[config.mk]
export PLATFORM = sky130hd
export DESIGN_NAME = reload_timer
export DESIGN_NICKNAME = d
export VERILOG_FILES = /design/src/rtl/rt_pkg.sv /design/src/rtl/rt_prescaler.sv /design/src/rtl/rt_counter.sv /design/src/rtl/rt_regs.sv /design/src/rtl/reload_timer.sv
export SDC_FILE = /design/constraint.sdc
export NUM_CORES = 1
export LEC_CHECK = 0
export BUFFER_PORTS_ARGS = -buffer_cell sky130_fd_sc_hd__clkbuf_2
export CAP_MARGIN = 20
export CORE_MARGIN = 5
export CORE_UTILIZATION = 30
export DETAILED_ROUTE_END_ITERATION = 8
export GPL_TIMING_DRIVEN = 0
export PLACE_DENSITY = 0.53
export SYNTH_ARGS = -nofsm -noshare
export SYNTH_HDL_FRONTEND = slang
export SYNTH_SLANG_ARGS = --single-unit
[constraint.sdc]
create_clock -name clk_i -period 4.21 [get_ports clk_i]
set_clock_uncertainty 0.1 [all_clocks]
set_input_delay 0.6315 -clock clk_i [delete_from_list [all_inputs] [get_ports clk_i]]
set_output_delay 0.6315 -clock clk_i [all_outputs]
set_load 0.02 [all_outputs]
[src/rtl/rt_pkg.sv]
package rt_pkg;
  localparam int unsigned ADDR_W = 8;

  localparam logic [ADDR_W-1:0] OFF_CTRL  = 8'h00;
  localparam logic [ADDR_W-1:0] OFF_IEN   = 8'h0C;
  localparam logic [ADDR_W-1:0] OFF_STAT  = 8'h10;
  localparam logic [ADDR_W-1:0] OFF_EVGEN = 8'h14;
  localparam logic [ADDR_W-1:0] OFF_CNT   = 8'h24;
  localparam logic [ADDR_W-1:0] OFF_PSC   = 8'h28;
  localparam logic [ADDR_W-1:0] OFF_ARR   = 8'h2C;

  typedef enum logic [2:0] {
    SEL_NONE,
    SEL_CTRL,
    SEL_IEN,
    SEL_STAT,
    SEL_EVGEN,
    SEL_CNT,
    SEL_PSC,
    SEL_ARR
  } reg_sel_e;

  function automatic reg_sel_e decode_addr(input logic [ADDR_W-1:0] a);
    case (a)
      OFF_CTRL:  return SEL_CTRL;
      OFF_IEN:   return SEL_IEN;
      OFF_STAT:  return SEL_STAT;
      OFF_EVGEN: return SEL_EVGEN;
      OFF_CNT:   return SEL_CNT;
      OFF_PSC:   return SEL_PSC;
      OFF_ARR:   return SEL_ARR;
      default:   return SEL_NONE;
    endcase
  endfunction
endpackage

[src/rtl/rt_prescaler.sv]
module rt_prescaler #(
  parameter int unsigned PSC_W = 16
) (
  input  logic             clk_i,
  input  logic             rst_ni,
  input  logic             en_i,
  input  logic             clr_i,
  input  logic [PSC_W-1:0] div_i,
  output logic             tick_o
);
  logic [PSC_W-1:0] div_q;
  logic             last;

  // >= keeps the divider sane if the limit is lowered mid-period
  assign last   = (div_q >= div_i);
  assign tick_o = en_i && !clr_i && last;

  always_ff @(posedge clk_i or negedge rst_ni) begin
    if (!rst_ni)     div_q <= '0;
    else if (clr_i)  div_q <= '0;
    else if (en_i)   div_q <= last ? '0 : div_q + 1'b1;
  end

  assert_hold_div_R6: assert property (@(posedge clk_i) disable iff (!rst_ni)
    (!en_i && !clr_i) |=> $stable(div_q));

  assert_tick_restart_R2: assert property (@(posedge clk_i) disable iff (!rst_ni)
    tick_o |=> (div_q == '0));
endmodule

[src/rtl/rt_counter.sv]
module rt_counter #(
  parameter int unsigned CNT_W = 32
) (
  input  logic             clk_i,
  input  logic             rst_ni,
  input  logic             tick_i,
  input  logic             clr_i,
  input  logic             ld_i,
  input  logic [CNT_W-1:0] ld_val_i,
  input  logic [CNT_W-1:0] arr_i,
  output logic [CNT_W-1:0] cnt_o,
  output logic             wrap_o
);
  logic [CNT_W-1:0] cnt_q;

  assign wrap_o = tick_i && !clr_i && !ld_i && (cnt_q == arr_i);
  assign cnt_o  = cnt_q;

  always_ff @(posedge clk_i or negedge rst_ni) begin
    if (!rst_ni)      cnt_q <= '0;
    else if (clr_i)   cnt_q <= '0;
    else if (ld_i)    cnt_q <= ld_val_i;
    else if (tick_i)  cnt_q <= (cnt_q == arr_i) ? '0 : cnt_q + 1'b1;
  end

  assert_wrap_zero_R3: assert property (@(posedge clk_i) disable iff (!rst_ni)
    wrap_o |=> (cnt_q == '0));

  assert_evgen_clear_R8: assert property (@(posedge clk_i) disable iff (!rst_ni)
    clr_i |=> (cnt_q == '0));

  assert_hold_cnt_R6: assert property (@(posedge clk_i) disable iff (!rst_ni)
    (!tick_i && !clr_i && !ld_i) |=> $stable(cnt_q));

  assert_load_R7: assert property (@(posedge clk_i) disable iff (!rst_ni)
    (ld_i && !clr_i) |=> (cnt_q == $past(ld_val_i)));
endmodule

[src/rtl/rt_regs.sv]
module rt_regs
  import rt_pkg::*;
#(
  parameter int unsigned DATA_W = 32,
  parameter int unsigned PSC_W  = 16
) (
  input  logic              clk_i,
  input  logic              rst_ni,
  input  logic              we_i,
  input  logic [ADDR_W-1:0] addr_i,
  input  logic [DATA_W-1:0] wdata_i,
  output logic [DATA_W-1:0] rdata_o,
  input  logic [DATA_W-1:0] cnt_i,
  input  logic              wrap_i,
  output logic              cen_o,
  output logic [PSC_W-1:0]  psc_o,
  output logic [DATA_W-1:0] arr_o,
  output logic              cnt_ld_o,
  output logic              evgen_o,
  output logic              irq_o
);
  localparam int unsigned PAD_W = DATA_W - PSC_W;

  reg_sel_e          sel;
  logic [DATA_W-1:0] ctrl_q, ien_q, arr_q;
  logic [PSC_W-1:0]  psc_q;
  logic              uif_q, irq_q, upd;

  assign sel      = decode_addr(addr_i);
  assign evgen_o  = we_i && (sel == SEL_EVGEN) && wdata_i[0];
  assign cnt_ld_o = we_i && (sel == SEL_CNT);
  assign upd      = wrap_i || evgen_o;
  assign cen_o    = ctrl_q[0];
  assign psc_o    = psc_q;
  assign arr_o    = arr_q;
  assign irq_o    = irq_q;

  always_ff @(posedge clk_i or negedge rst_ni) begin
    if (!rst_ni) begin
      ctrl_q <= '0;
      ien_q  <= '0;
      psc_q  <= '0;
      arr_q  <= '0;
    end else if (we_i) begin
      case (sel)
        SEL_CTRL: ctrl_q <= wdata_i;
        SEL_IEN:  ien_q  <= wdata_i;
        SEL_PSC:  psc_q  <= wdata_i[PSC_W-1:0];
        SEL_ARR:  arr_q  <= wdata_i;
        default:  ;
      endcase
    end
  end

  // hardware set wins over a same-cycle software clear
  always_ff @(posedge clk_i or negedge rst_ni) begin
    if (!rst_ni) begin
      uif_q <= 1'b0;
      irq_q <= 1'b0;
    end else begin
      if (upd)                            uif_q <= 1'b1;
      else if (we_i && sel == SEL_STAT)   uif_q <= uif_q & wdata_i[0];
      irq_q <= upd && ien_q[0] && ctrl_q[0];
    end
  end

  always_comb begin
    rdata_o = '0;
    case (sel)
      SEL_CTRL: rdata_o = ctrl_q;
      SEL_IEN:  rdata_o = ien_q;
      SEL_STAT: rdata_o = {{(DATA_W-1){1'b0}}, uif_q};
      SEL_CNT:  rdata_o = cnt_i;
      SEL_PSC:  rdata_o = {{PAD_W{1'b0}}, psc_q};
      SEL_ARR:  rdata_o = arr_q;
      default:  rdata_o = '0;
    endcase
  end

  assert_flag_set_R4: assert property (@(posedge clk_i) disable iff (!rst_ni)
    upd |=> uif_q);

  assert_irq_flag_R5: assert property (@(posedge clk_i) disable iff (!rst_ni)
    irq_q |-> uif_q);

  assert_irq_gate_R5: assert property (@(posedge clk_i) disable iff (!rst_ni)
    !ien_q[0] |=> !irq_q);
endmodule

[src/rtl/reload_timer.sv]
module reload_timer
  import rt_pkg::*;
#(
  parameter int unsigned DATA_W = 32,
  parameter int unsigned PSC_W  = 16
) (
  input  logic              clk_i,
  input  logic              rst_ni,
  input  logic              we_i,
  input  logic [ADDR_W-1:0] addr_i,
  input  logic [DATA_W-1:0] wdata_i,
  output logic [DATA_W-1:0] rdata_o,
  output logic              irq_o
);
  logic              cen, tick, wrap, cnt_ld, evgen;
  logic [PSC_W-1:0]  psc;
  logic [DATA_W-1:0] arr, cnt;

  rt_regs #(.DATA_W(DATA_W), .PSC_W(PSC_W)) u_regs (
    .clk_i    (clk_i),
    .rst_ni   (rst_ni),
    .we_i     (we_i),
    .addr_i   (addr_i),
    .wdata_i  (wdata_i),
    .rdata_o  (rdata_o),
    .cnt_i    (cnt),
    .wrap_i   (wrap),
    .cen_o    (cen),
    .psc_o    (psc),
    .arr_o    (arr),
    .cnt_ld_o (cnt_ld),
    .evgen_o  (evgen),
    .irq_o    (irq_o)
  );

  rt_prescaler #(.PSC_W(PSC_W)) u_psc (
    .clk_i  (clk_i),
    .rst_ni (rst_ni),
    .en_i   (cen),
    .clr_i  (evgen),
    .div_i  (psc),
    .tick_o (tick)
  );

  rt_counter #(.CNT_W(DATA_W)) u_cnt (
    .clk_i    (clk_i),
    .rst_ni   (rst_ni),
    .tick_i   (tick),
    .clr_i    (evgen),
    .ld_i     (cnt_ld),
    .ld_val_i (wdata_i),
    .arr_i    (arr),
    .cnt_o    (cnt),
    .wrap_o   (wrap)
  );
endmodule

==> flow_summary.yaml <==
floorplan:
  start_util_pct: 30.6
  die_x_um: 182
  num_rows: 62
  die_h_um: 182
  core_area_um2: 28900
  die_area_um2: 33000
  ios: 76
synthesis:
  synth-edff-count: 0
  synthSimpleGateAreaFrac_pct: 13.1
  syn_area_per_cell_um2: 10.4
  ys_seq_area_share_pct: 45.8
  yosysUniqueCellTypes: 58
  yosysWarningCount: 0
  synth_top_family_by_area: "multiplexers"
  synth_fa_ha_area_share_pct: 2.55
  synth_fp_nets: 912
  synth_cells: 851
  synthArstFlopShare_pct: 100
  synthesis.area_um2: 8840
  synth-compound-area-share_pct: 14.9
  synth_xor_area_share_pct: 3.66
  ys_seq_elements: 162
  muxShareOfSynthArea_pct: 16.1
  synth_ff_type: "dfrtp_1"
drt:
  wl_met3_um: 2020
  vias: 7383
  wl_met2_um: 13000
  dr.pass1.iters: 7
  wl_met1_um: 12700
  ant_nets: 0
  post_drt_wl_per_cell_um: 21.0
  drc_errors: 0
  highest-signal-layer: "met4"
  drt-initial-drc-count: 795
  via_per_inst: 5.50
  totalWireLength_um: 28200
final_layout:
  drive_gt1_share_pct: 25.5
  synthToLayoutAreaGrowth_pct: 16.6
  multi_input_area_um2: 4460
  final_util_pct: 35.7
  final_nets: 1006
  n_antenna_cell: 0
  n_fill_cell: 2992
  ff_latch_area_um2: 4050
placement:
  pre_cts_slack_ns: 0.0469
  dp_hpwl_um: 20400
  routabilityCongestion: 0.906
  numPortBuffers: 73
clocking:
  cts-buffers-inserted: 17
  cts_setup_buffers: 0
  clock-root-buffer: "clkbuf_16"
  htreeDepth: 4
  ctsResizeCount: 0
  clkSlewWorstSetupHoldPaths_ns: 0.07
  ctsHoldBuffers: 0
  cts_buffer_depth: 2
  cts_sinks: 162
  cts_tree: "done"
  insertion_delay_ns: 0.44
critical_path:
  max_stage_delay_ns: 0.73
  ff2ff_setup_slack_ns: 0.92
  crit_chain: "clkbuf_2, nor4_4, nand2_1, nor4b_2, clkbuf_1, a222oi_1, o21ai_0, clkbuf_2"
  critPathRequiredTime_ns: 3.48
  cp-end-kind: "output pin"
  cp_data_arrival_time_ns: 3.31
  r2r_cells: 9
  reg2reg_from: "u_psc.div_q[13]$_DFFE_PN0P_"
  startpoint_type: "primary input"
  rr_endpoint: "u_cnt.cnt_o[27]$_DFFE_PN0P_"
  cp_max_fo: 10
  path_common_cell: "clkbuf_2"
  critPathKind: "in2out"
  cp_slowest_cell: "clkbuf_1"
power:
  intPower_w: 0.00272
  combPwrFrac_pct: 12.8
  pwr-share-seq_pct: 46.7
  switchingPower_w: 0.00111
  pwr-share-clk_pct: 40.5
  leakage_nw: 4.81
  switching_share_pct: 29.0
  ir_worst_vdd_mv: 0.277
  power_density_nw_per_um2: 372
sta:
  setup_viol_count_final: 0
  tightest_slew_ns: 0.884
  maxSlewViolCount: 0
  setup_slack_ns: 0.166
  fin_crit_sh_pct: 96.1
  max_freq_ghz: 0.247
  hold_viol_final: 0
  maxSlewHeadroom_pct: 41.1
  layout_min_cycle_time_ns: 4.04
  rsz0062_at_grt: "false"
global_route:
  grt_pass1_vias: 7383
  grt_max_degree: 94
  grt_usage_pct: 17.1
  grt_overflow: 0
  antenna_found_initial: 0
  grt_first_pass_wirelength_um: 44300
job:
  cap_violations: 0
run_status:
  status: "complete, no violations"
min_path:
  min_path_type: "in2async"
==> kinds of logic (layout without fill, tap and decap cells) <==
logic type      after synthesis  count (layout)
simple gates                222             222
compound gates              202             202
flops                       162             162
mux                         129             129
buf+inv                      81             188
xor+xnor                     37              37
fa+ha+maj                    18              18
==> final cells by class <==
| cell class | count | area share (%) |
|---|---|---|
| inverter | 21 | 0.764 |
| tap | 384 | 4.66 |
| buffer | 60 | 2.51 |
| timing repair buffer | 75 | 3.94 |
| multi-input combinational | 608 | 43.2 |
| clock inverter | 13 | 1.22 |
| sequential | 162 | 39.3 |
| clock buffer | 19 | 4.39 |
==> worst max-delay path by stage <==
stage	from	endpoint	slack [ns]	cells after the start
after CTS	addr_i[1]	rdata_o[17]	0.04	8
after detailed placement	addr_i[1]	rdata_o[17]	0.05	8
after global placement	rst_ni	u_psc.div_q[2]$_DFFE_PN0P_	-0.75	1
after floorplan	addr_i[4]	rdata_o[11]	1.28	7
final	addr_i[1]	rdata_o[13]	0.17	8
after global routing	addr_i[1]	rdata_o[29]	0.002	8
==> routing by layer <==
metal	up-vias	GRT usage, %
met1	3708	24.0
li1	3376	-
met2	267	27.1
met5	-	0
met4	0	4.56
met3	32	3.38
==> per-stage QoR <==
step	hold WS (ns)	std cells	instance area (µm²)	power [W]	TNS, ns
floorplan	0.236	851	8840	0.00209	0
global placement	0.372	1308	9690	0.00230	-119.07
detailed placement	0.377	1310	9730	0.00231	0
CTS	0.116	1342	10300	0.00387	0
global route	0.141	1342	10300	0.00400	0
finish	0.0850	1342	10300	0.00383	0
==> sequential cells by signal (all words and copies together) (netlist names) <==
signal and count:
u_cnt.cnt_o 32, u_regs.arr_o 32, u_regs.ctrl_q 32, u_regs.ien_q 32, u_psc.div_q 16, u_regs.psc_o 16, u_regs.irq_o 1, u_regs.uif_q 1
==> power groups by stage <==
stage,clock (W),sequential (W),combinational (W)
floorplan,0,0.00178,0.000314
global placement,0,0.00181,0.000481
detailed placement,0,0.00182,0.000493
CTS,0.00159,0.00179,0.000497
global route,0.00164,0.00181,0.000548
finish,0.00155,0.00179,0.000490
==> critical path, delay by kind of cell <==
| family | cells | cell delay [ns] |
|---|---|---|
| buf+inv | 3 | 1.06 |
| simple gates | 3 | 1.21 |
| compound gates | 2 | 0.40 |
==> synthesized netlist by cell type (17+ instances only) <==
master / instances / area share (%)
dfrtp_1: 162 / 46
mux2_2: 109 / 14
nand2_1: 75 / 3.2
o21ai_0: 70 / 4.0
clkbuf_1: 36 / 1.5
xor2_1: 32 / 3.2
a222oi_1: 31 / 3.5
nor3_1: 29 / 1.6
nor2_1: 27 / 1.1
a21oi_1: 25 / 1.4
a31oi_1: 25 / 1.8
inv_1: 21 / 0.89
mux2i_1: 20 / 2.3
ha_1: 18 / 2.5
o21ai_1: 18 / 1.0
buf_2: 17 / 0.96
==> cell usage in the layout, fill, tap and decap left out, types with 4 or more instances in the layout <==
master | synthesis | layout
a211oi_1 | 7 | 7
buf_2 | 17 | 18
xnor2_1 | 5 | 5
buf_1 | 4 | 4
a31oi_1 | 25 | 25
or3_1 | 9 | 9
nor4_1 | 10 | 10
a22o_1 | 5 | 5
nand3b_1 | 4 | 4
clkbuf_2 | 1 | 73
nor2_1 | 27 | 27
and2_1 | 4 | 4
ha_1 | 18 | 18
a222oi_1 | 31 | 31
inv_1 | 21 | 21
nand2_1 | 75 | 75
and4_1 | 5 | 5
clkbuf_16 | 0 | 17
o21ai_0 | 70 | 70
and3_1 | 16 | 16
nand4_1 | 10 | 10
mux2i_1 | 20 | 20
o21ai_1 | 18 | 18
dfrtp_1 | 162 | 162
clkbuf_1 | 36 | 36
nor2b_1 | 4 | 4
mux2_2 | 109 | 109
nand3_1 | 9 | 9
a21oi_1 | 25 | 25
xor2_1 | 32 | 32
nand4b_1 | 6 | 6
nor3_1 | 29 | 29
No activity file was read; power rests on OpenSTA's default activity.
